File: src/rtl/nab_pkg.sv
package nab_pkg;
  typedef enum logic [2:0] {
    ST_IDLE, ST_SETUP, ST_STROBE, ST_HOLD, ST_DONE
  } nab_state_e;

  localparam logic [1:0] SZ_BYTE = 2'd0;
  localparam logic [1:0] SZ_HALF = 2'd1;
  localparam logic [1:0] SZ_WORD = 2'd2;

  localparam logic [1:0] RG_MODE = 2'd0;
  localparam logic [1:0] RG_TIME = 2'd1;
  localparam logic [1:0] RG_STAT = 2'd2;

  typedef struct packed {
    logic       we;
    logic       cle;
    logic       ale;
    logic       hi;
    logic [1:0] size;
  } nab_req_t;
endpackage

File: src/rtl/nab_regs.sv
module nab_regs #(
  parameter int NCS = 4,
  parameter int TW  = 4
) (
  input  logic          clk,
  input  logic          rst,
  input  logic          wr_en,
  input  logic [1:0]    idx,
  input  logic [31:0]   wdata,
  input  logic          nand_wait,
  output logic [NCS-1:0] cs_en,
  output logic          wide,
  output logic [TW-1:0] t_setup,
  output logic [TW-1:0] t_strobe,
  output logic [TW-1:0] t_hold,
  output logic [31:0]   rdata
);
  import nab_pkg::*;

  localparam int WIDE_BIT = 8;

  logic [2:0] wsync_q;

  always_ff @(posedge clk) begin
    if (rst) begin
      cs_en    <= '0;
      wide     <= 1'b0;
      t_setup  <= '0;
      t_strobe <= '0;
      t_hold   <= '0;
      wsync_q  <= '0;
    end else begin
      wsync_q <= {wsync_q[1:0], nand_wait};
      if (wr_en && idx == RG_MODE) begin
        cs_en <= wdata[NCS-1:0];
        wide  <= wdata[WIDE_BIT];
      end
      if (wr_en && idx == RG_TIME) begin
        t_setup  <= wdata[TW-1:0];
        t_strobe <= wdata[2*TW-1:TW];
        t_hold   <= wdata[3*TW-1:2*TW];
      end
    end
  end

  always_comb begin
    rdata = '0;
    case (idx)
      RG_MODE: begin
        rdata[NCS-1:0]  = cs_en;
        rdata[WIDE_BIT] = wide;
      end
      RG_TIME: rdata[3*TW-1:0] = {t_hold, t_strobe, t_setup};
      RG_STAT: rdata[0] = wsync_q[1];
      default: rdata = '0;
    endcase
  end
endmodule

File: src/rtl/nab_lanes.sv
module nab_lanes (
  input  logic        clk,
  input  logic        rst,
  input  logic        load,
  input  logic [1:0]  size_i,
  input  logic [31:0] wdata_i,
  input  logic        wide,
  input  logic [1:0]  idx_n,
  input  logic [1:0]  idx_q,
  input  logic        cap,
  input  logic [15:0] din,
  output logic [1:0]  last_idx,
  output logic [15:0] dout_q,
  output logic [31:0] acc_q
);
  import nab_pkg::*;

  logic [1:0]  size_q;
  logic [31:0] wdata_q;
  logic [31:0] wdata_n;
  logic [15:0] slice;

  assign wdata_n = load ? wdata_i : wdata_q;

  always_comb begin
    case (size_q)
      SZ_BYTE: last_idx = 2'd0;
      SZ_HALF: last_idx = wide ? 2'd0 : 2'd1;
      default: last_idx = wide ? 2'd1 : 2'd3;
    endcase
  end

  always_comb begin
    if (wide) slice = wdata_n[{idx_n[0], 4'b0000} +: 16];
    else      slice = {8'h00, wdata_n[{idx_n, 3'b000} +: 8]};
  end

  always_ff @(posedge clk) begin
    if (rst) begin
      size_q  <= SZ_BYTE;
      wdata_q <= '0;
      dout_q  <= '0;
      acc_q   <= '0;
    end else begin
      dout_q <= slice;
      if (load) begin
        size_q  <= size_i;
        wdata_q <= wdata_i;
        acc_q   <= '0;
      end else if (cap) begin
        if (wide) acc_q[{idx_q[0], 4'b0000} +: 16] <= din;
        else      acc_q[{idx_q, 3'b000} +: 8]      <= din[7:0];
      end
    end
  end
endmodule

File: src/rtl/nab_seq.sv
module nab_seq #(
  parameter int NCS = 4,
  parameter int TW  = 4,
  parameter int CSW = 2
) (
  input  logic              clk,
  input  logic              rst,
  input  logic              go_nand,
  input  logic              go_quick,
  input  nab_pkg::nab_req_t req_i,
  input  logic [CSW-1:0]    cs_i,
  input  logic [TW-1:0]     t_setup,
  input  logic [TW-1:0]     t_strobe,
  input  logic [TW-1:0]     t_hold,
  input  logic [1:0]        last_idx,
  output logic              idle,
  output logic              finish,
  output logic              cap,
  output logic              rd_access,
  output logic [1:0]        idx_n,
  output logic [1:0]        idx_q,
  output logic              ready_q,
  output logic [NCS-1:0]    ce_n_q,
  output logic              die1_n_q,
  output logic              cle_q,
  output logic              ale_q,
  output logic              we_n_q,
  output logic              re_n_q,
  output logic              doe_q
);
  import nab_pkg::*;

  nab_state_e     st_q, st_d;
  logic [TW-1:0]  cnt_q, cnt_d;
  nab_req_t       req_q, req_n;
  logic [CSW-1:0] cs_q, cs_n;
  logic           active_d;

  assign idle      = (st_q == ST_IDLE);
  assign req_n     = idle ? req_i : req_q;
  assign cs_n      = idle ? cs_i : cs_q;
  assign cap       = (st_q == ST_STROBE) && (cnt_q == '0) && !req_q.we;
  assign finish    = (st_q == ST_HOLD) && (cnt_q == '0) && (idx_q == last_idx);
  assign rd_access = !req_q.we;
  assign active_d  = (st_d == ST_SETUP) || (st_d == ST_STROBE) || (st_d == ST_HOLD);

  always_comb begin
    st_d  = st_q;
    cnt_d = cnt_q;
    idx_n = idx_q;
    case (st_q)
      ST_IDLE: begin
        if (go_nand) begin
          st_d  = ST_SETUP;
          cnt_d = t_setup;
          idx_n = 2'd0;
        end else if (go_quick) begin
          st_d = ST_DONE;
        end
      end
      ST_SETUP: begin
        if (cnt_q == '0) begin
          st_d  = ST_STROBE;
          cnt_d = t_strobe;
        end else cnt_d = cnt_q - TW'(1);
      end
      ST_STROBE: begin
        if (cnt_q == '0) begin
          st_d  = ST_HOLD;
          cnt_d = t_hold;
        end else cnt_d = cnt_q - TW'(1);
      end
      ST_HOLD: begin
        if (cnt_q == '0) begin
          if (idx_q == last_idx) st_d = ST_DONE;
          else begin
            st_d  = ST_SETUP;
            cnt_d = t_setup;
            idx_n = idx_q + 2'd1;
          end
        end else cnt_d = cnt_q - TW'(1);
      end
      default: st_d = ST_IDLE;
    endcase
  end

  always_ff @(posedge clk) begin
    if (rst) begin
      st_q     <= ST_IDLE;
      cnt_q    <= '0;
      idx_q    <= '0;
      req_q    <= '0;
      cs_q     <= '0;
      ready_q  <= 1'b0;
      ce_n_q   <= '1;
      die1_n_q <= 1'b1;
      cle_q    <= 1'b0;
      ale_q    <= 1'b0;
      we_n_q   <= 1'b1;
      re_n_q   <= 1'b1;
      doe_q    <= 1'b0;
    end else begin
      st_q     <= st_d;
      cnt_q    <= cnt_d;
      idx_q    <= idx_n;
      req_q    <= req_n;
      cs_q     <= cs_n;
      ready_q  <= (st_d == ST_DONE);
      ce_n_q   <= active_d ? ~(NCS'(1) << cs_n) : '1;
      die1_n_q <= !(active_d && req_n.hi);
      cle_q    <= active_d && req_n.cle;
      ale_q    <= active_d && req_n.ale;
      we_n_q   <= !((st_d == ST_STROBE) && req_n.we);
      re_n_q   <= !((st_d == ST_STROBE) && !req_n.we);
      doe_q    <= active_d && req_n.we;
    end
  end

  a_r11_ce_onehot: assert property (@(posedge clk) disable iff (rst)
    $onehot0(~ce_n_q));
  a_r11_ce_under_strobe: assert property (@(posedge clk) disable iff (rst)
    (!we_n_q || !re_n_q) |-> (ce_n_q != '1));
  a_r6_ready_pulse: assert property (@(posedge clk) disable iff (rst)
    ready_q |=> !ready_q);
  a_r2_cle_over_ale: assert property (@(posedge clk) disable iff (rst)
    !(cle_q && ale_q));
endmodule

File: src/rtl/nand_addr_bridge.sv
module nand_addr_bridge #(
  parameter int NCS     = 4,
  parameter int AW      = 16,
  parameter int TW      = 4,
  parameter int ALE_BIT = 3,
  parameter int CLE_BIT = 4,
  parameter int DIE_BIT = 12,
  localparam int CSW    = (NCS > 1) ? $clog2(NCS) : 1
) (
  input  logic           clk,
  input  logic           rst,
  input  logic           bus_req,
  input  logic           bus_cfg,
  input  logic           bus_we,
  input  logic [1:0]     bus_size,
  input  logic [CSW-1:0] bus_cs,
  input  logic [AW-1:0]  bus_addr,
  input  logic [31:0]    bus_wdata,
  output logic [31:0]    bus_rdata,
  output logic           bus_ready,
  output logic [NCS-1:0] nand_ce_n,
  output logic           nand_die1_ce_n,
  output logic           nand_cle,
  output logic           nand_ale,
  output logic           nand_we_n,
  output logic           nand_re_n,
  output logic [15:0]    nand_dout,
  output logic           nand_doe,
  input  logic [15:0]    nand_din,
  input  logic           nand_wait
);
  import nab_pkg::*;

  logic           idle, finish, cap, rd_access;
  logic           accept, go_cfg, go_nand, go_quick;
  logic [1:0]     idx_n, idx_q, last_idx;
  logic [NCS-1:0] cs_en;
  logic           wide;
  logic [TW-1:0]  t_setup, t_strobe, t_hold;
  logic [31:0]    reg_rdata, acc_q;
  logic [31:0]    rdata_q;
  nab_req_t       req;

  assign accept   = idle && bus_req;
  assign go_cfg   = accept && bus_cfg;
  assign go_nand  = accept && !bus_cfg && cs_en[bus_cs];
  assign go_quick = accept && !go_nand;

  assign req.we   = bus_we;
  assign req.cle  = bus_addr[CLE_BIT];
  assign req.ale  = bus_addr[ALE_BIT] && !bus_addr[CLE_BIT];
  assign req.hi   = bus_addr[DIE_BIT];
  assign req.size = bus_size;

  nab_regs #(.NCS(NCS), .TW(TW)) regs_i (
    .clk(clk), .rst(rst),
    .wr_en(go_cfg && bus_we), .idx(bus_addr[3:2]), .wdata(bus_wdata),
    .nand_wait(nand_wait),
    .cs_en(cs_en), .wide(wide),
    .t_setup(t_setup), .t_strobe(t_strobe), .t_hold(t_hold),
    .rdata(reg_rdata)
  );

  nab_lanes lanes_i (
    .clk(clk), .rst(rst),
    .load(go_nand), .size_i(bus_size), .wdata_i(bus_wdata), .wide(wide),
    .idx_n(idx_n), .idx_q(idx_q), .cap(cap), .din(nand_din),
    .last_idx(last_idx), .dout_q(nand_dout), .acc_q(acc_q)
  );

  nab_seq #(.NCS(NCS), .TW(TW), .CSW(CSW)) seq_i (
    .clk(clk), .rst(rst),
    .go_nand(go_nand), .go_quick(go_quick), .req_i(req), .cs_i(bus_cs),
    .t_setup(t_setup), .t_strobe(t_strobe), .t_hold(t_hold),
    .last_idx(last_idx),
    .idle(idle), .finish(finish), .cap(cap), .rd_access(rd_access),
    .idx_n(idx_n), .idx_q(idx_q),
    .ready_q(bus_ready), .ce_n_q(nand_ce_n), .die1_n_q(nand_die1_ce_n),
    .cle_q(nand_cle), .ale_q(nand_ale),
    .we_n_q(nand_we_n), .re_n_q(nand_re_n), .doe_q(nand_doe)
  );

  always_ff @(posedge clk) begin
    if (rst) begin
      rdata_q <= '0;
    end else if (accept) begin
      rdata_q <= (go_cfg && !bus_we) ? reg_rdata : '0;
    end else if (finish && rd_access) begin
      rdata_q <= acc_q;
    end
  end

  assign bus_rdata = rdata_q;

  a_r8_disabled_quick: assert property (@(posedge clk) disable iff (rst)
    (accept && !bus_cfg && !cs_en[bus_cs]) |=> (bus_ready && nand_ce_n == '1));
  a_r5_dout_steady: assert property (@(posedge clk) disable iff (rst)
    (!nand_we_n && $past(!nand_we_n)) |-> $stable(nand_dout));
  a_r10_cfg_quick: assert property (@(posedge clk) disable iff (rst)
    go_cfg |=> bus_ready);
endmodule

File: config.mk
export PLATFORM = sky130hd
export DESIGN_NAME = nand_addr_bridge
export DESIGN_NICKNAME = d
export VERILOG_FILES = /design/src/rtl/nab_pkg.sv /design/src/rtl/nab_regs.sv /design/src/rtl/nab_lanes.sv /design/src/rtl/nab_seq.sv /design/src/rtl/nand_addr_bridge.sv
export SDC_FILE = /design/constraint.sdc
export NUM_CORES = 1
export LEC_CHECK = 0
export ABC_CLOCK_PERIOD_IN_PS = 3400
export BUFFER_PORTS_ARGS = -buffer_cell sky130_fd_sc_hd__buf_2
export CAP_MARGIN = 15
export CORE_MARGIN = 2
export CORE_UTILIZATION = 30
export CTS_CLUSTER_DIAMETER = 80
export DETAILED_ROUTE_END_ITERATION = 7
export GPL_TIMING_DRIVEN = 0
export PLACE_DENSITY = 0.61
export SYNTH_ARGS = -nofsm -noshare
export SYNTH_HDL_FRONTEND = slang
export SYNTH_SLANG_ARGS = --single-unit
File: constraint.sdc
create_clock -name clk -period 3.4 [get_ports clk]
set_input_delay 0 -clock clk [delete_from_list [all_inputs] [get_ports clk]]
set_output_delay 0 -clock clk [all_outputs]
set_load 0.02 [all_outputs]
### Word-level counts from Yosys, hierarchy flattened

Index checks and enable logic that the tools add are counted.

* add/subtract/negate cells: 4
* order comparisons: 1
* equal/unequal tests: 13
* shift operators: 7
* multiplexer cells: 37
* bitwise gates (word level): 3
* reduce and logical (&&, ||, !) cells: 42

Operators with widths (number)
* $mux 32: 4
* $bwmux 32: 2
* $shift 16x7->32 const A: 1
* $shift 8x7->32 const A: 1
* $shiftx 16x7->32: 1
* $shiftx 32x6->16: 1
* $shiftx 32x6->8: 1
* $shiftx 8x7->32: 1
* $mux 4: 6
* $logic_and 1x1->1: 21
* $mux 3: 7
* $pmux 4 s4: 1
* $neg 5->7: 2
* $eq 3x2->1 const B: 4
* $mux 12: 1
* $pmux 3 s4: 1
* $mux 2: 5
* $logic_not 1->1: 9
* $mux 8: 1
* $pmux 2 s2: 2
* $eq 3x1->1 const B: 2
* $mux 6: 1
* $pmux 3 s2: 1
* $reduce_or 2->1: 3
* other kinds (23): 28

* register bits: 161
* output and inout bits: 59
* logic and storage cells: 136

### Depth between registers and ports, before layout

* word-level depth: 14
* mapped depth: 11
* gate-level depth less buffers: 9

### Cells and area by module

From an unflattened synthesis, not the netlist that was laid out.

* cells, all modules: 753
* area total of the unflattened synthesis: 7739.9 sq um

By module, submodules not included
* nab_lanes: times used 1, cells each 336, area an instance 3535.9 sq um, sequential area each 1641.6 sq um
* nand_addr_bridge: times used 1, cells each 157, area an instance 1776.7 sq um, sequential area each 640.6 sq um
* nab_seq: times used 1, cells each 144, area an instance 1320.0 sq um, sequential area each 520.5 sq um
* nab_regs: times used 1, cells each 116, area an instance 1107.3 sq um, sequential area each 380.4 sq um

### Least setup slack after synthesis

OpenSTA, ideal clock, no wires.

* path kind: register to register
* start point: register seq_i.cnt_q[0]
* end point: register lanes_i.dout_q[0]
* library setup time: 0.119 ns
* arrival time: 2.063 ns
* slack: 1.218 ns
* cell stages (with the launch flop): 12
* path buffers: 2
* period minus slack after synthesis: 2.182 ns
* cell sequence: dfxtp_1 > inv_1 > ha_1 > or3b_1 > buf_2 > a311oi_1 > and3_1 > a31oi_1 > or2_1 > buf_4 > a21oi_2 > nor3_2

* longest elaborated chain between the ends: 5
* elaborated cells on any way between the ends: 6
* those cells by class: shift: 2; mux: 3; reduce/logical: 1

RTL lines
* start: declaration: RTL line nab_seq.sv:34 `logic [TW-1:0] cnt_q, cnt_d;`
* start signal: assignment: RTL line nab_seq.sv:104 `cnt_q <= cnt_d;`
* $logic_not 4->1 *: RTL line nab_seq.sv:74 `if (cnt_q == '0) begin`
* $mux 2 *: RTL line nab_seq.sv:74
* $pmux 2 s2 *: RTL line nab_seq.sv:51 `case (st_q)`
* $shiftx 32x6->8 / $shiftx 32x6->16 (equally long branches): RTL line nab_lanes.sv:35, nab_lanes.sv:34
* $mux 8 *: RTL line nab_lanes.sv:34 `if (wide) slice = wdata_n[{idx_n[0], 4'b0000} +: 16];`
* end signal: assignment: RTL line nab_lanes.sv:45 `dout_q <= slice;`
* end: declaration: RTL line nab_lanes.sv:13 `output logic [15:0] dout_q,`

Every way passes the cells marked *; elsewhere a longest branch is shown, timed or not.
A chain may end at the register's enable or synchronous reset.

### Final worst setup path

* start point: register seq_i.cnt_q[0]
* end point: register lanes_i.dout_q[2]

Same word-level chain as after synthesis.

==> reports/qor.yml <==
status: "completed"
type_of_origin_of_the_critical_path: "register"
ys_top_cells_by_area: "dfxtp_1 47%, mux2i_1 11%, nor2_1 6.6%"
die_height_um: 154.6
post_route_ant_nets: 0
layout_min_cycle_time_ns: 2.809
cp.required_ns: 3.72
global_route_wire_length_before_repair_mm: 31.24
tightest_pin_transition_ns: 0.9152
final_nets: 1021
filler_cell_count: 2254
setup_total_negative_slack_ns: 0
root_buffer: "clkbuf_16"
yosys_most_used_dff: "dfxtp_1"
timing.hold.worst_path_depth: 3
drtPass1Iterations: 5
syn-cell-area_mm2: 0.006803
fin_worst_hold_slack_ns: 0.02602
flip_flop_and_latch_area_mm2: 0.003183
utilization_pct: 39.57
grt_setup_unrepaired: "false"
total_leakage_power_nw: 3.930
reg2reg_depth: 10
power.ir.vdd_worst_uv: 301.6
drc_errors: 0
drt-wirelength-per-cell_um: 16.19
floorplan.die_area_mm2: 0.02390
detail_route.iter0.violations: 402
fp.dieW_um: 154.6
postSynth.asyncResetShare_pct: 0
detailed_place_hpwl_mm: 14.68
drv_slew: 0
final_hold_viol_count: 0
edff_count_synth: 0
track_usage_pct: 16.83
core_region_area_mm2: 0.02243
detail_route.vias_per_cell: 4.956
postSynthRegisterBits: 159
max-slew-margin-rel_pct: 38.47
synth_top_area_share_pct: 46.79
clock-skew-final_ns: 0.009720
cts.reportedPaths.clkPinSlew_ns: 0.06
clock_sinks: 159
diodes_inserted: 0
place_congestion: 0.8803
synth.net_count: 826
end_kind: "register"
rows: 55
power.density_mw_per_mm2: 446.3
routed_wirelength_mm: 20.06
maxCapViolations: 0
fmaxAchievable_mhz: 355.9
synth_largest_area_cell: "dfxtp_1"
syn_inst: 746
numCtsBuffers: 17
grt_max_degree: 17
floorplan.io_pins: 133
initial_utilization_pct: 30.32
final_layout_size_suffix_gt1_share_pct: 22.12
yosys.cell_types.count: 52
io_buffer_count: 119
dr_vias: 6141
post-cts-setup-buffer-count: 0
initial_antenna_violation_count: 1
grt_pass1_vias: 5748
worstSetupPathType: "register to register"
worstPathArrival_ns: 3.12
area_of_combinational_cells_with_multiple_inputs_mm2: 0.003342
grt-ovfl-total: 0
finalSetupViolCount: 0
timing.critical_path.fanout_max: 10
syn2layout_area_growth_pct: 30.48
htreeDepth: 4
cts_tree: "built"
cts.path.max_buffers: 2
synthesis.area_per_instance_um2: 9.119
share_of_the_cycle_needed_by_the_critical_path_after_routing_pct: 82.63
class_of_the_tightest_hold_or_removal_check: "primary input to register"
synth-seq-area-share_pct: 46.79
yosysWarningCount: 0
clkLatencyLatePin_ns: 0.43
[timing repair]
item,CTS,global route
hold endpoints to repair,92,0
resized for setup,0,0
hold buffers,56,0
[worst max-delay path: stages, from the launching register on]
cell and delay (ns):
dfxtp_1 0.37, inv_1 0.08, ha_1 0.20, or3b_1 0.15, buf_2 0.24, a221oi_1 0.10, o31ai_1 0.79, buf_2 0.39
nand2_1 0.15, a21oi_2 0.16, nor3_2 0.07
[Yosys cell counts, types with 2 or more instances]
master,number
dfxtp_1,159
nor2_1,120
mux2i_1,78
nand2_1,77
a21oi_1,33
a22oi_1,30
clkbuf_1,27
nand3_1,22
o21ai_0,18
a31oi_1,13
a211oi_1,12
buf_2,12
inv_1,12
a21oi_2,9
and3_1,9
nor3_1,9
nor3_2,9
a211oi_2,8
a22o_1,8
buf_4,8
nand2b_1,8
nor2b_1,7
ha_1,6
mux2_2,6
nor3b_1,4
xnor2_1,4
a221oi_1,3
buf_1,3
nand3b_1,3
o21a_1,3
and2_1,2
nor3b_2,2
o221ai_1,2
or2_1,2
[registers in the layout, summed over array words and instances, names as in the netlist]
register / flops
bus_rdata: 32
lanes_i.acc_q: 32
lanes_i.wdata_q: 32
lanes_i.dout_q: 16
regs_i.cs_en: 4
regs_i.t_hold: 4
regs_i.t_setup: 4
regs_i.t_strobe: 4
seq_i.ce_n_q: 4
seq_i.cnt_q: 4
seq_i.req_q: 4
seq_i.st_q: 3
lanes_i.size_q: 2
regs_i.wsync_q: 2
seq_i.cs_q: 2
seq_i.idx_q: 2
regs_i.wide: 1
seq_i.ale_q: 1
seq_i.cle_q: 1
seq_i.die1_n_q: 1
seq_i.doe_q: 1
seq_i.re_n_q: 1
seq_i.ready_q: 1
seq_i.we_n_q: 1
[cells by family (layout without fill, tap and decap cells)]
kind of cell | after synthesis | after routing | synth area share, %
simple gates | 284 | 284 | 19.64
mux | 85 | 85 | 12.80
fa+ha+maj | 6 | 6 | 1.104
buf+inv | 62 | 270 | 4.083
xor+xnor | 4 | 4 | 0.5149
flops | 159 | 159 | 46.79
compound gates | 146 | 146 | 15.06
[metrics by stage]
step | instances | area (um2) | total power [mW] | setup WS [ns]
5_1_grt | 1239 | 8876 | 4.108 | 0.4922
3_3_place_gp | 1150 | 7755 | 2.158 | 0.6902
3_5_place_dp | 1150 | 7755 | 2.160 | 0.7113
6_report | 1239 | 8876 | 3.962 | 0.5906
2_1_floorplan | 746 | 6803 | 2.053 | 1.218
4_1_cts | 1238 | 8871 | 3.997 | 0.6899
[routing by layer]
| layer | vias up | share of wire [%] | track usage, % |
|---|---|---|---|
| met5 | - | 0 | 0 |
| met2 | 231 | 45 | 26.40 |
| li1 | 3010 | - | - |
| met1 | 2871 | 47 | 22.86 |
| met4 | 0 | 2.0 | 5.335 |
| met3 | 29 | 6.7 | 4.063 |
[area by class of cell]
class                   count  share of cell area (%)
plain buffers              50                   2.622
repair buffers            176                   13.08
clock inverters            13                   1.156
flip-flops and latches    159                   35.86
inverters                  12                  0.5075
multi-input cells         525                   37.65
well taps                 285                   4.017
clock buffers              19                   5.103
[layout by cell type, fill, tap and decap left out, drive strengths merged, types with 3 or more instances in the layout]
| cell type | count |
|---|---|
| nor3 | 19 |
| mux2i | 78 |
| xnor2 | 4 |
| clkinv | 4 |
| a221oi | 3 |
| nor2b | 7 |
| a31oi | 13 |
| o21ai | 19 |
| inv | 18 |
| o21a | 3 |
| buf | 142 |
| nand2 | 77 |
| dlygate4sd3 | 56 |
| nand2b | 8 |
| clkinvlp | 3 |
| dfxtp | 159 |
| a211oi | 20 |
| nor3b | 6 |
| nand3 | 22 |
| clkbuf | 47 |
| nor2 | 120 |
| and3 | 9 |
| a21oi | 42 |
| mux2 | 6 |
| a22oi | 30 |
| ha | 6 |
| a22o | 8 |
| nand3b | 3 |
[worst paths after layout]
check	start	to	slack, ns
setup / recovery	seq_i.cnt_q[0]	lanes_i.dout_q[2]	0.59
hold / removal	rst	lanes_i.acc_q[9]	0.03
setup reg to reg	seq_i.cnt_q[0]	lanes_i.dout_q[2]	0.59
hold reg to reg	regs_i.wsync_q[0]	regs_i.wsync_q[1]	0.44
[where the power goes]
| group | leakage [nW] | switching (mW) | internal [mW] |
|---|---|---|---|
| registers | 1.29 | 0.0138 | 1.88 |
| clock network | 0.268 | 0.807 | 0.985 |
| logic | 2.38 | 0.154 | 0.118 |
No activity file was read; power rests on OpenSTA's default activity.
